--- config.mk ---
export PLATFORM = sky130hd
export DESIGN_NAME = escalating_watchdog
export DESIGN_NICKNAME = d
export VERILOG_FILES = /design/src/rtl/escalating_watchdog.sv
export SDC_FILE = /design/constraint.sdc
export NUM_CORES = 1
export LEC_CHECK = 0
export ABC_AREA = 0
export CORE_ASPECT_RATIO = 0.5
export CORE_UTILIZATION = 50
export CTS_CLUSTER_DIAMETER = 200
export DETAILED_ROUTE_END_ITERATION = 12
export DONT_BUFFER_PORTS = 1
export PLACE_DENSITY = 0.64
export SYNTH_ARGS = -nofsm -noshare
export SYNTH_HDL_FRONTEND = slang
export SYNTH_SLANG_ARGS = --single-unit
--- constraint.sdc ---
create_clock -name clk -period 3.9 [get_ports clk]
set_clock_uncertainty 0.1 [all_clocks]
set_input_delay 0.39 -clock clk [delete_from_list [all_inputs] [get_ports clk]]
set_output_delay 0.39 -clock clk [all_outputs]
set_load 0.01 [all_outputs]
--- src/rtl/escalating_watchdog.sv ---
module escalating_watchdog #(
  parameter int          ADDR_W     = 5,
  parameter int          TICK_W     = 29,
  parameter int          STAGES     = 5,
  parameter int          SKIP_W     = 3,
  parameter logic [15:0] UNLOCK_KEY = 16'hC45A
) (
  input  logic              clk,
  input  logic              rst_n,
  input  logic              bus_wr,
  input  logic [ADDR_W-1:0] bus_addr,
  input  logic [31:0]       bus_wdata,
  output logic [31:0]       bus_rdata,
  output logic [STAGES-2:0] stage_pulse,
  output logic              por_reset,
  output logic              err_out,
  output logic              tick_irq
);
  localparam int LVL_W = $clog2(STAGES + 1);
  localparam int SUM_W = LVL_W + SKIP_W;

  logic [3:0]                   src_sel;
  logic                         per_sel;
  logic [STAGES-1:0]            stage_en;
  logic [2:0]                   thr;
  logic [STAGES-1:0][SKIP_W-1:0] skip_q;
  logic                         running, unlocked, wd_irq;
  logic                         tmr_en, tmr_per;
  logic [TICK_W-1:0]            reload, cnt;
  logic [LVL_W-1:0]             level, lvl_nxt;
  logic [SKIP_W-1:0]            sel_skip;
  logic [SUM_W-1:0]             sum;
  logic [STAGES-1:0]            fire;

  wire wr_cfg  = bus_wr && bus_addr == ADDR_W'(8'h00);
  wire wr_cmd  = bus_wr && bus_addr == ADDR_W'(8'h08);
  wire wr_unl  = bus_wr && bus_addr == ADDR_W'(8'h0C);
  wire wr_skip = bus_wr && bus_addr == ADDR_W'(8'h10);
  wire wr_tmr  = bus_wr && bus_addr == ADDR_W'(8'h14);
  wire wr_tsts = bus_wr && bus_addr == ADDR_W'(8'h18);

  wire cmd_stop  = wr_cmd && bus_wdata[1] && unlocked;
  wire cmd_start = wr_cmd && bus_wdata[0] && !cmd_stop;
  wire tick_exp  = tmr_en && cnt == '0;
  wire advance   = running && tick_exp && !wr_cmd && level < LVL_W'(STAGES);

  always_comb begin
    sel_skip = '0;
    for (int i = 0; i < STAGES; i++)
      if (level == LVL_W'(i)) sel_skip = skip_q[i];
    sum     = SUM_W'(level) + SUM_W'(sel_skip) + SUM_W'(1);
    lvl_nxt = (sum > SUM_W'(STAGES)) ? LVL_W'(STAGES) : sum[LVL_W-1:0];
    fire    = '0;
    for (int i = 0; i < STAGES; i++)
      if (advance && lvl_nxt == LVL_W'(i + 1)) fire[i] = stage_en[i];
  end

  always_ff @(posedge clk or negedge rst_n) begin
    if (!rst_n) begin
      src_sel <= '0; per_sel <= 1'b0; stage_en <= '0; thr <= 3'd7;
      skip_q <= '0; running <= 1'b0; unlocked <= 1'b0; wd_irq <= 1'b0;
      level <= '0; stage_pulse <= '0; por_reset <= 1'b0;
    end else begin
      if (wr_cfg && !running) begin
        src_sel  <= bus_wdata[3:0];
        per_sel  <= bus_wdata[4];
        stage_en <= bus_wdata[12 +: STAGES];
        thr      <= bus_wdata[22:20];
      end
      if (wr_skip)
        for (int i = 0; i < STAGES; i++) skip_q[i] <= bus_wdata[4*i +: SKIP_W];
      if (wr_cmd)      unlocked <= 1'b0;
      else if (wr_unl) unlocked <= bus_wdata[15:0] == UNLOCK_KEY;
      if (cmd_stop) running <= 1'b0;
      else if (cmd_start) begin
        running <= 1'b1;
        level   <= '0;
      end else if (advance) level <= lvl_nxt;
      if (cmd_start)    wd_irq <= 1'b0;
      else if (fire[0]) wd_irq <= 1'b1;
      stage_pulse <= fire[STAGES-2:0];
      por_reset   <= por_reset | fire[STAGES-1];
    end
  end

  always_ff @(posedge clk or negedge rst_n) begin
    if (!rst_n) begin
      tmr_en <= 1'b0; tmr_per <= 1'b0; reload <= '0; cnt <= '0; tick_irq <= 1'b0;
    end else begin
      if (wr_tmr) begin
        tmr_en  <= bus_wdata[31];
        tmr_per <= bus_wdata[30];
        reload  <= bus_wdata[TICK_W-1:0];
        cnt     <= bus_wdata[TICK_W-1:0];
      end else if (cmd_start) cnt <= reload;
      else if (tick_exp) begin
        cnt <= reload;
        if (!tmr_per) tmr_en <= 1'b0;
      end else if (tmr_en) cnt <= cnt - 1'b1;
      tick_irq <= (tick_irq && !(wr_tsts && bus_wdata[30])) || tick_exp;
    end
  end

  assign err_out = 32'(level) >= 32'(thr);

  always_comb begin
    bus_rdata = '0;
    case (bus_addr)
      ADDR_W'(8'h00): begin
        bus_rdata[3:0] = src_sel;
        bus_rdata[4] = per_sel;
        bus_rdata[12 +: STAGES] = stage_en;
        bus_rdata[22:20] = thr;
      end
      ADDR_W'(8'h04): begin
        bus_rdata[0] = running;
        bus_rdata[1] = wd_irq;
        bus_rdata[12 +: LVL_W] = level;
      end
      ADDR_W'(8'h10):
        for (int i = 0; i < STAGES; i++) bus_rdata[4*i +: SKIP_W] = skip_q[i];
      ADDR_W'(8'h14): begin
        bus_rdata[TICK_W-1:0] = reload;
        bus_rdata[30] = tmr_per;
        bus_rdata[31] = tmr_en;
      end
      ADDR_W'(8'h18): bus_rdata[30] = tick_irq;
      default: bus_rdata = '0;
    endcase
  end

  p_level_sat_r3: assert property (@(posedge clk) disable iff (!rst_n)
    level <= LVL_W'(STAGES));
  p_level_up_r3: assert property (@(posedge clk) disable iff (!rst_n)
    running && !wr_cmd |=> level >= $past(level));
  p_pet_clears_r2: assert property (@(posedge clk) disable iff (!rst_n)
    cmd_start |=> running && level == '0);
  p_pulse_on_step_r4: assert property (@(posedge clk) disable iff (!rst_n)
    |stage_pulse |-> level != $past(level));
  p_por_sticky_r5: assert property (@(posedge clk) disable iff (!rst_n)
    por_reset |=> por_reset);
  p_stop_needs_key_r7: assert property (@(posedge clk) disable iff (!rst_n)
    running && wr_cmd && !unlocked |=> running);
  p_cfg_frozen_r8: assert property (@(posedge clk) disable iff (!rst_n)
    running && wr_cfg |=> $stable({stage_en, thr, src_sel, per_sel}));
endmodule

# ---- Word level (Yosys, flattened, before mapping)
# Cells that the tools add are included.
dict set report word_totals {
  register_bits 100
  wordCells 128
  latch_bits 0
  inputBits 40
  ramBits 0
  output_inout_bits 39
  memories 0
  rom_bits 0
}
dict set report classes {
  shift 0
  add_sub_neg 3
  multipliers 0
  div_mod_pow 0
  eq_ne 18
  reduce_logical 38
  n_lt_le_gt_ge 3
  mux 44
  bitwise_logic 2
}
# op n
set ops {}
lappend ops {{$mux W29} 4}
lappend ops {{$logic_not A29 Y1} 1}
lappend ops {{$sub A29 B1 Y29 const B} 1}
lappend ops {{$mux W3} 8}
lappend ops {{$logic_and A1 B1 Y1} 22}
lappend ops {{$mux W1} 19}
lappend ops {{$eq A16 B16 Y1 const B} 1}
lappend ops {{$eq A5 B5 Y1 const B} 3}
lappend ops {{$eq A3 B2 Y1 const B} 4}
lappend ops {{$pmux W3 S2} 2}
lappend ops {{$pmux W3 S4} 1}
lappend ops {{$eq A5 B4 Y1 const B} 2}
lappend ops {{$reduce_bool A2 Y1} 5}
lappend ops {{$eq A3 B3 Y1 const B} 3}
lappend ops {{$pmux W1 S3} 3}
lappend ops {{$pmux W2 S2} 2}
lappend ops {{$pmux W2 S4} 1}
lappend ops {{$eq A3 B1 Y1 const B} 2}
lappend ops {{$mux W6} 1}
lappend ops {{$pmux W1 S2} 3}
lappend ops {{$add A4 B1 Y5 const B} 1}
lappend ops {{$eq A5 B3 Y1 const B} 1}
lappend ops {{$gt A5 B3 Y1 const B} 1}
lappend ops {{$logic_not A5 Y1} 1}
lappend ops {{other kinds (13)} 16}

# ---- Depth between registers and ports, before layout
# Gate-level depths: netlist (run 1).
dict set report depth {
  ltp_word 15
  depth_mapped 12
  mapped_depth_nobuf 11
}

# ---- Worst setup path before layout (run 1)
# OpenSTA, ideal clock, no wires.
dict set report synth_timing {
  kind {register to register}
  startpoint {register level[0]}
  endpoint {register stage_pulse[2]}
  path_stages_with_launch 12
  arrival_time_ns 2.558
  path_buffers 1
  slack_ns 1.154
  required_time_ns 3.712
  synth_period_minus_slack_ns 2.746
  setup_ns 0.088
  cell_sequence {dfrtp_1 > clkbuf_1 > mux2i_1 > nor2_1 > a21oi_1 > o22ai_1 > inv_1 > fa_1 > nor4b_1 > o21bai_1 > or3_1 > nor3b_1}
}
dict set report synth_via {
  elab_chain_len 13
  word_cells_on_any_way 19
  cone_classes {add/sub (2); order compare (2); eq/ne (5); mux (7); reduce/logical (3)}
}
# item line
set synth_rtl {}
lappend synth_rtl {{start: declaration} 30} ;# logic [LVL_W-1:0] level, lvl_nxt;
lappend synth_rtl {{start signal: assignment} 78} ;# end else if (advance) level <= lvl_nxt;
lappend synth_rtl {{$logic_not A3 Y1} 50} ;# if (level == LVL_W'(i)) sel_skip = skip_q[i];
lappend synth_rtl {{$mux W3 (5 in series)} 50}
lappend synth_rtl {{$add A3 B3 Y4} 51} ;# sum = SUM_W'(level) + SUM_W'(sel_skip) + SUM_W'(1);
lappend synth_rtl {{$add A4 B1 Y5} 51}
lappend synth_rtl {{$gt A5 B3 Y1} 52} ;# lvl_nxt = (sum > SUM_W'(STAGES)) ? LVL_W'(STAGES) : sum[LVL_W-1:0];
lappend synth_rtl {{$mux W3} 52}
lappend synth_rtl {{$eq A3 B2 Y1} 55} ;# if (advance && lvl_nxt == LVL_W'(i + 1)) fire[i] = stage_en[i];
lappend synth_rtl {{$logic_and A1 B1 Y1 (*)} 55}
lappend synth_rtl {{$mux W1 (*)} 55}
lappend synth_rtl {{net fire[2]} 33} ;# logic [STAGES-1:0] fire;
lappend synth_rtl {{end signal: assignment} 81} ;# stage_pulse <= fire[STAGES-2:0];
lappend synth_rtl {{end: declaration} 14} ;# output logic [STAGES-2:0] stage_pulse,
# The timed path passes the listed nets; every way through them passes the cells marked *.
# A chain may end at the register's enable or synchronous reset.

# ---- Worst setup path after layout (run 1)
dict set report layout_timing {
  startpoint {register cnt[0]}
  endpoint {register cnt[3]}
}
dict set report layout_via {
  elab_chain_len 5
  word_cells_on_any_way 8
  cone_classes {add/sub (1); mux (4); reduce/logical (3)}
}
# item line
set layout_rtl {}
lappend layout_rtl {{start: declaration} 29} ;# logic [TICK_W-1:0] reload, cnt;
lappend layout_rtl {{start signal: assignment} 94} ;# cnt <= bus_wdata[TICK_W-1:0];
lappend layout_rtl {{start signal: assignment} 95} ;# end else if (cmd_start) cnt <= reload;
lappend layout_rtl {{start signal: assignment} 97} ;# cnt <= reload;
lappend layout_rtl {{$sub A29 B1 Y29 or $logic_not A29 Y1 (tied branches)} {99, 44}}
lappend layout_rtl {{$mux W29 or $logic_and A1 B1 Y1 (tied branches)} {99, 44}}
lappend layout_rtl {{$mux W29} 96} ;# else if (tick_exp) begin
lappend layout_rtl {{$mux W29} 95}
lappend layout_rtl {{$mux W29} 90} ;# if (wr_tmr) begin
# Several ways; a longest one is shown, not always the timed one. The select of a mux whose other input is x is not followed.

==> flow_summary.json, run 1 <==
{
  "die_width_um": 153.0,
  "hold_violations": 0,
  "period_needed_ps": 3040,
  "drc": 0,
  "vias": 4707,
  "endpoint_kind": "flip-flop",
  "drtIter0Drc": 439,
  "dr.pass1.iters": 5,
  "async_flop_share_pct": 100.0,
  "die_y_um": 77.50,
  "drv_cap": 0,
  "die-area_um2": 11860,
  "yosys.area_share.simple_pct": 19.36,
  "cts_buffers": 9,
  "synth-edff-count": 0,
  "arrival_ps": 3150,
  "initial_core_util_pct": 51.59,
  "synth_top_area_share_pct": 42.59,
  "start_kind": "flip-flop",
  "synthAdderAreaFrac_pct": 1.888,
  "syn_area_um2": 5699,
  "drive_above_1_share_pct": 13.70,
  "power_density_nw_per_um2": 538.9,
  "path_max_fanout": 16,
  "fmax_mhz": 329.0,
  "synthXorXnorAreaFrac_pct": 2.305,
  "synth.largest_area_cell": "dfrtp_1",
  "max_slew_margin_pct": 51.07,
  "synth.distinct_cells": 73,
  "final_cells": 729,
  "antenna_found_initial": 0,
  "irDropWorstVdd_mv": 0.2140,
  "clkSinkCount": 100,
  "ios": 79,
  "cts_root_buf": "clkbuf_16",
  "synth_top_family_by_area": "compound AO/OA/AOI/OAI gates",
  "tritoncts": "built",
  "final.setup.tns_ps": 0,
  "grt_max_degree": 101,
  "clkPwrFrac_pct": 28.7,
  "core-area_um2": 11050,
  "synthTopCellsByArea": "dfrtp_1 43%, mux2_2 5.7%, nand2_1 4.9%",
  "grt_pass1_wl_um": 26250,
  "clock_latency_ps": 350,
  "overflow": 0,
  "worstMarginPinSlew_ps": 723.8,
  "internal-power_uw": 2183,
  "diodes": 0,
  "setup_viol_count_final": 0,
  "place_congestion": 0.8831,
  "yosysWarnings": 0,
  "crit_type": "flip-flop to flip-flop",
  "hpwl_um": 11890,
  "synthesis.nets": 632,
  "grt_pass1_vias": 4428,
  "finalMaxSlewViolations": 0,
  "ys_seq_area_share_pct": 43.97,
  "ys_ff_latch": 100,
  "ys.flop_type": "dfrtp_1",
  "combPwrFrac_pct": 25.6,
  "power_uw": 3338,
  "p_seq_share_pct": 45.7,
  "synth_common_cells": "97 x dfrtp_1, 75 x nand2_1, 32 x o21ai_0",
  "avgSynthCellArea_um2": 9.759,
  "layout.nets": 627,
  "switching_share_pct": 34.60,
  "hp-class": "input port to flip-flop",
  "synth_most_common_cell": "dfrtp_1",
  "clkSlewWorstSetupHoldPaths_ps": 70,
  "switchingPower_uw": 1155,
  "cts_max_level": 3,
  "crit_required_ps": 4010,
  "synthCells": 584,
  "row_count": 27,
  "synth_mux_area_share_pct": 8.364,
  "syn2layout_area_growth_pct": 8.694,
  "portBuffers": 0,
  "leakagePower_uw": 0.002680,
  "final_antenna_net_count": 0,
  "grt_setup_unrepaired": "no",
  "post_cts_buffers": 0,
  "wirelength_um": 16650,
  "dp_cells": 711,
  "fin_crit_sh_pct": 77.94,
  "routed_via_density": 6.457,
  "clock_path_buffers": 2,
  "status": "completed",
  "grt_usage_pct": 29.66,
  "wire_per_inst_um": 22.84,
  "synth-compound-area-share_pct": 19.65
}
## per-layer routing
layer  part of all wire, %  wire length [um]  up-vias  track usage (%)
met5                     0                 0        -                0
met4                  0.92               153        0            6.364
met3                   8.4              1392       16            7.989
met2                    40              6619      197            39.95
met1                    51              8484     2338            46.31
li1                      -                 -     2156                -
## power groups by stage
stage          clock (uW)  sequential, uW  combinational (uW)
5_1_grt              1010            1560                 962
3_5_place_dp            0            1530                 823
3_3_place_gp            0            1530                 800
2_1_floorplan           0            1440                 691
6_report              957            1530                 856
4_1_cts               966            1520                 853
## cell usage in the layout (no fill, tap or decap), drive strengths merged, types with 13 or more instances in the layout
cell,netlist,final
a21boi,16,16
a22o,16,16
buf,15,14
dfrtp,97,97
inv,27,31
mux2,29,29
mux2i,15,15
nand2,75,75
nor2,25,25
nor4,15,15
o21ai,33,33
o221ai,15,15
xnor2,13,13
## worst max-delay path: stages (launching register included)
cell	delay [ps]
dfrtp_1	380
inv_1	110
ha_1	220
or4b_2	690
or4_4	470
or2_4	340
nand3_2	370
o221ai_1	210
## state kept, by name, summed over array words and instances, names as in the netlist, 3 cells and up
signal,count
level,3
stage_pulse,4
skip_q,15
src_sel,4
thr,3
reload,29
stage_en,5
cnt,29
## cell families after synthesis
logic type / Yosys count
XOR/XNOR: 15
adder cells (fa/ha/maj): 8
flip-flops: 100
multiplexers: 44
other: 1
AO/OA/AOI/OAI: 155
buffers and inverters: 58
AND/OR/NAND/NOR: 203
## final cells by class
cell class,instances,area (um^2)
Sequential cell,100,2506
Multi-Input combinational cell,426,2955
Timing Repair Buffer,15,135.1
Clock buffer,10,239.0
Fill cell,979,4852
Tap cell,145,181.4
Clock inverter,6,76.32
Inverter,27,101.3
## worst paths after layout
check	startpoint	end	slack, ps	depth (start not counted)
max reg2reg	cnt[0]$_DFFE_PN0P_	cnt[3]$_DFFE_PN0P_	860	7
max	cnt[0]$_DFFE_PN0P_	cnt[3]$_DFFE_PN0P_	860	7
max in group asynchronous	rst_n	reload[19]$_DFFE_PN0P_	2770	2
min reg2reg	reload[19]$_DFFE_PN0P_	reload[19]$_DFFE_PN0P_	410	2
min	bus_wdata[22]	thr[2]$_DFFE_PN1P_	40	2
min in group asynchronous	rst_n	stage_en[0]$_DFFE_PN0P_	530	2
## timing repair
action,in CTS,in global routing
gates resized for setup,0,0
hold endpoints to repair,100,0
hold buffers,2,0
## stage by stage
stage	cell area [um^2]	hold WS, ps	setup WS [ps]	util, %
after floorplan	5699	-5.591	1154	-
after global placement	5842	-1.730	956.3	52.88
after global routing	6195	42.23	715.3	56.08
final	6195	41.58	860.4	56.08
after CTS	6195	34.74	900.5	56.08
after detailed placement	5842	-1.741	893.1	52.88
Power figures use the tool's default switching activity.
==> run 2: changes to the inputs <==
--- a/config.mk
+++ b/config.mk
@@ -5,13 +5,13 @@
 export SDC_FILE = /design/constraint.sdc
 export NUM_CORES = 1
 export LEC_CHECK = 0
-export ABC_AREA = 0
+export ABC_AREA = 1
 export CORE_ASPECT_RATIO = 0.5
 export CORE_UTILIZATION = 50
 export CTS_CLUSTER_DIAMETER = 200
 export DETAILED_ROUTE_END_ITERATION = 12
 export DONT_BUFFER_PORTS = 1
-export PLACE_DENSITY = 0.64
+export PLACE_DENSITY = 0.67
 export SYNTH_ARGS = -nofsm -noshare
 export SYNTH_HDL_FRONTEND = slang
 export SYNTH_SLANG_ARGS = --single-unit
==> constraint.sdc (replaced) <==
create_clock -name clk -period 2.75 [get_ports clk]
set_clock_uncertainty 0.1 [all_clocks]
set_input_delay 0.275 -clock clk [delete_from_list [all_inputs] [get_ports clk]]
set_output_delay 0.275 -clock clk [all_outputs]
set_load 0.01 [all_outputs]
==> flow_summary.json, run 2 <==
{
  "synthTopCellsByArea": "dfrtp_1 40%, nand2_1 14%, nor2_1 7.3%",
  "nFillCells": 1071,
  "fmax_mhz": 379.1,
  "layout.nets": 933,
  "drtIter0Drc": 492,
  "core-area_um2": 11380,
  "status": "completed",
  "synthesis.nets": 905,
  "async_flop_share_pct": 100.0,
  "ff_latch_area_um2": 2507,
  "final_common_cell": "nand2_1",
  "final.setup.tns_ps": 0,
  "ys_seq_area_share_pct": 41.36,
  "arrival_ps": 2820,
  "finalMaxSlewViolations": 0,
  "drive_above_1_share_pct": 10.46,
  "wirelength_um": 18560,
  "place_congestion": 0.9640,
  "syn_area_um2": 6060,
  "die-area_um2": 12590,
  "cts_root_buf": "clkbuf_16",
  "synthCells": 857,
  "irDropWorstVdd_mv": 0.4071,
  "syn2layout_area_growth_pct": 13.88,
  "crit_slowest_cell": "fa_2",
  "drc": 0,
  "grt_usage_pct": 31.65,
  "path_max_fanout": 6,
  "ys_ff_latch": 100,
  "drv_cap": 0,
  "cp_num_buf_inv": 2,
  "synth_top_area_share_pct": 40.06,
  "final_antenna_net_count": 0,
  "crit_required_ps": 2940,
  "grt_pass1_wl_um": 29660,
  "path_cells": "buf_4 -> nor2_4 -> nand3_1 -> o2111ai_2 -> a21oi_2 -> ha_2 -> fa_2 -> inv_2 -> nand2_4 -> nand2_4 -> nor2_4 -> nand4_1 -> a21oi_2",
  "grt_max_degree": 101,
  "diodes": 0,
  "routed_via_density": 5.500,
  "synth.distinct_cells": 43,
  "cts_max_level": 3,
  "max_slew_margin_pct": 48.03,
  "fin_crit_sh_pct": 95.92,
  "yosysWarnings": 0,
  "max_stage_delay_ps": 610,
  "clock_path_buffers": 2,
  "cts_buffers": 9,
  "worstMarginPinSlew_ps": 777.6,
  "clkSlewWorstSetupHoldPaths_ps": 70,
  "clock_latency_ps": 350,
  "wire_per_inst_um": 17.71,
  "initial_core_util_pct": 53.23,
  "whs_ps": 9.288,
  "start_kind": "flip-flop",
  "clkSinkCount": 100,
  "row_count": 27,
  "hold_violations": 0,
  "tritoncts": "built",
  "setup_viol_count_final": 0,
  "dr.pass1.iters": 5,
  "vias": 5764,
  "avgSynthCellArea_um2": 7.071,
  "hp-class": "input port to flip-flop",
  "mostFrequentLayoutCells": "230 x nand2_1, 114 x nor2_1, 113 x inv_1",
  "multiInputGateArea_um2": 3030,
  "antenna_found_initial": 0,
  "grt_pass1_vias": 5425,
  "endpoint_kind": "flip-flop",
  "hpwl_um": 13330,
  "largestRegisters": "cnt x29, reload x29, skip_q x15",
  "synth_most_common_cell": "nand2_1",
  "overflow": 0,
  "die_y_um": 79.85,
  "portBuffers": 0,
  "period_needed_ps": 2638,
  "synth_common_cells": "233 x nand2_1, 118 x nor2_1, 116 x inv_1",
  "crit_type": "flip-flop to flip-flop",
  "ys.flop_type": "dfrtp_1",
  "die_width_um": 157.7,
  "cp_top_family": "adder cells",
  "power_density_nw_per_um2": 759.7,
  "leakagePower_uw": 0.003376,
  "synth-edff-count": 0,
  "ios": 79,
  "synth.largest_area_cell": "dfrtp_1"
}
[run 2: cells by family after synthesis]
logic type / count (synthesis) / share of synthesized area, %
DFF: 100 / 41.36
buffers and inverters: 149 / 9.994
and+or+nand+nor: 463 / 33.18
muxes: 4 / 0.7433
xor gates and xnor gates: 13 / 1.879
adders and majority gates: 8 / 1.776
other: 1 / 0.06189
AOI/OAI and AO/OA: 119 / 11.01
[run 2: metal layers]
metal  vias up  part of all wire (%)  GRT usage (%)
li1       2781                     -              -
met4         0                   1.6          6.893
met2       223                    43          46.48
met3        26                   8.8          8.958
met5         -                     0              0
met1      2734                    47          45.83
[run 2: path summary, 6_finish.rpt]
| kind | start | endpoint | slack [ps] | depth (start not counted) |
|---|---|---|---|---|
| max in group asynchronous | rst_n | level[0]$_DFFE_PN0P_ | 1650 | 2 |
| worst max-delay path | level[1]$_DFFE_PN0P_ | wd_irq$_DFFE_PN0P_ | 110 | 13 |
| worst min-delay path | bus_wdata[7] | reload[7]$_DFFE_PN0P_ | 9 | 2 |
| worst max register to register | level[1]$_DFFE_PN0P_ | wd_irq$_DFFE_PN0P_ | 110 | 13 |
| worst min register to register | src_sel[2]$_DFFE_PN0P_ | src_sel[2]$_DFFE_PN0P_ | 390 | 2 |
| min in group asynchronous | rst_n | cnt[2]$_DFFE_PN0P_ | 420 | 2 |
[run 2: layout make-up]
type,count,share of cell area [%]
clock buffer,10,3.463
timing repair buffer,45,6.056
tap,159,2.883
inverter,121,6.618
multi-input combinational,608,43.92
sequential,100,36.34
clock inverter,5,0.7253
[run 2: metrics by stage]
stage	area (um^2)	total power (uW)	std cells	worst slack, ps	utilization, %
2_1_floorplan	6060	3299	857	171.2	-
3_3_place_gp	6232	3725	1004	-3.661	54.74
3_5_place_dp	6232	3772	1004	-132.3	54.74
4_1_cts	6789	5102	1043	23.23	59.63
5_1_grt	6900	5620	1048	-34.66	60.61
6_report	6900	5243	1048	112.3	60.61
[run 2: report_power, final]
group / total, uW / switching (uW) / internal (uW)
combinational: 1870 / 1170 / 696
sequential: 2130 / 324 / 1810
clock: 1240 / 592 / 646
total: 5240 / 2090 / 3150
[run 2: timing repair]
action | CTS | global route
endpoints found under the setup margin | 6 | 9
pin swaps | 0 | 8
gates resized for setup | 3 | 23
endpoints found under the hold margin | 141 | 1
hold buffers | 24 | 1
setup buffers | 0 | 4
==> run 3: changes to the inputs <==
--- a/config.mk
+++ b/config.mk
@@ -5,8 +5,8 @@
 export SDC_FILE = /design/constraint.sdc
 export NUM_CORES = 1
 export LEC_CHECK = 0
-export ABC_AREA = 1
 export CORE_ASPECT_RATIO = 0.5
+export CORE_MARGIN = 2
 export CORE_UTILIZATION = 50
 export CTS_CLUSTER_DIAMETER = 200
 export DETAILED_ROUTE_END_ITERATION = 12
==> flow_summary.json, run 3 (synthesis results as in run 1) <==
{
  "status": "completed",
  "grt_usage_pct": 30.59,
  "layout.nets": 710,
  "post_dp_cell_area_um2": 6200,
  "final_common_cell": "dfrtp_1",
  "drc": 0,
  "drtIter0Drc": 622,
  "clock_path_buffers": 2,
  "place_congestion": 0.9844,
  "dp_cells": 757,
  "clkSinkCount": 100,
  "crit_required_ps": 2890,
  "finalMaxSlewViolations": 0,
  "grt_max_degree": 101,
  "portBuffers": 0,
  "cts_root_buf": "clkbuf_16",
  "routed_via_density": 6.373,
  "start_kind": "flip-flop",
  "core-area_um2": 11050,
  "dr_wl_met2_um": 7659,
  "diodes": 0,
  "die_width_um": 155.0,
  "crit_type": "flip-flop to flip-flop",
  "clkSlewWorstSetupHoldPaths_ps": 70,
  "drv_cap": 0,
  "antenna_found_initial": 0,
  "die_y_um": 79.50,
  "hold_start": "bus_wdata[0]",
  "fmax_mhz": 374.4,
  "die-area_um2": 12320,
  "leakagePower_uw": 0.003076,
  "initial_core_util_pct": 51.59,
  "wl_met1_um": 8750,
  "wirelength_um": 18520,
  "grt_setup_unrepaired": "yes",
  "period_needed_ps": 2671,
  "hpwl_um": 12810,
  "grt_pass1_wl_um": 28260,
  "max_slew_margin_pct": 46.08,
  "final_antenna_net_count": 0,
  "drive_above_1_share_pct": 22.19,
  "syn2layout_area_growth_pct": 22.96,
  "overflow": 0,
  "setup_viol_count_final": 0,
  "vias": 5175,
  "final_cell_area_um2": 7008,
  "startpoint": "level[2]$_DFFE_PN0P_",
  "cts_buffers": 9,
  "row_count": 27,
  "hold_violations": 0,
  "clock_latency_ps": 350,
  "path_max_fanout": 7,
  "r2r_start": "level[2]$_DFFE_PN0P_",
  "cts_max_level": 3,
  "wl_met3_um": 2011,
  "worstMarginPinSlew_ps": 797.6,
  "tritoncts": "built",
  "ios": 79,
  "mostFrequentLayoutCells": "95 x dfrtp_1, 75 x nand2_1, 62 x buf_4",
  "hp-class": "input port to flip-flop",
  "grt_pass1_vias": 4838,
  "endpoint_kind": "flip-flop",
  "final_cells": 812,
  "fin_crit_sh_pct": 97.13,
  "irDropWorstVdd_mv": 0.3625,
  "highest_layer": "met4",
  "arrival_ps": 2810,
  "largestRegisters": "cnt x29, reload x29, skip_q x15",
  "power_density_nw_per_um2": 725.5,
  "dr.pass1.iters": 5,
  "wire_per_inst_um": 22.81
}
run 3: cell count changes in the layout (fill, tap and decap cells not counted), sizes merged, moves of 16 or more:
cell / change
mux2: +25
nand3: -62
inv: -91
buf: +44
nor2: -106
o21ai: -41
a22o: +16
nand2: -163
a21boi: +16
run 3: final cells by class:
class	count	area (um^2)
clock inverter	6	55.05
fill	874	4039
sequential	100	2509
tap	145	181.4
inverter	27	101.3
timing repair buffer	97	859.6
multi-input combinational	427	3073
clock buffer	10	229.0
run 3: where the power goes:
part           total [uW]  switching (uW)  internal (uW)  leakage [uW]
registers            2140             345           1790       0.00123
clock network        1240             610            633      0.000133
logic                1700             845            859       0.00171
total                5080            1800           3290       0.00308
run 3: path summary, 6_finish.rpt:
kind	to	slack, ps	cells after the start
setup / recovery	por_reset$_DFF_PN0_	80	12
hold / removal	running$_DFFE_PN0P_	20	2
setup reg to reg	por_reset$_DFF_PN0_	80	12
hold reg to reg	wd_irq$_DFFE_PN0P_	400	1
max in group asynchronous	level[0]$_DFFE_PN0P_	1730	2
min in group asynchronous	cnt[24]$_DFFE_PN0P_	410	2
run 3: per-stage QoR:
stage | TNS, ps | total power [uW] | setup slack [ps] | util (%) | hold WS [ps]
final | 0 | 5084 | 79.01 | 63.44 | 24.85
after global routing | -151.4 | 5361 | -68.00 | 63.44 | 25.32
after CTS | 0 | 4907 | 23.88 | 62.11 | 19.02
after detailed placement | -214.9 | 3563 | -116.9 | 56.12 | -117.7
after global placement | -48.07 | 3515 | -25.41 | 56.12 | -117.4
after floorplan | 0 | 3020 | 4.138 | - | -120.6
run 3: timing repair:
action,CTS,global route
gates resized for setup,4,20
endpoints found under the setup margin,5,25
gates cloned,0,2
buffers inserted,4,2
hold buffers,32,0
pin swaps,2,6
hold endpoints to repair,157,0
run 3: layer usage:
layer	vias to the layer above	track usage [%]
met3	13	9.283
met1	2571	46.60
met2	243	43.47
met4	0	4.074
li1	2348	-
met5	-	0
run 3: critical path: stages (launching register included):
cell      delay (ps)
dfrtp_2          450
nor2b_1          120
a31oi_1           50
o22ai_1          180
o21ai_1          100
ha_2             210
fa_2             430
buf_6            150
xnor2_4          120
a21oi_2          160
o211ai_1         130
buf_4            160
a41o_1           190
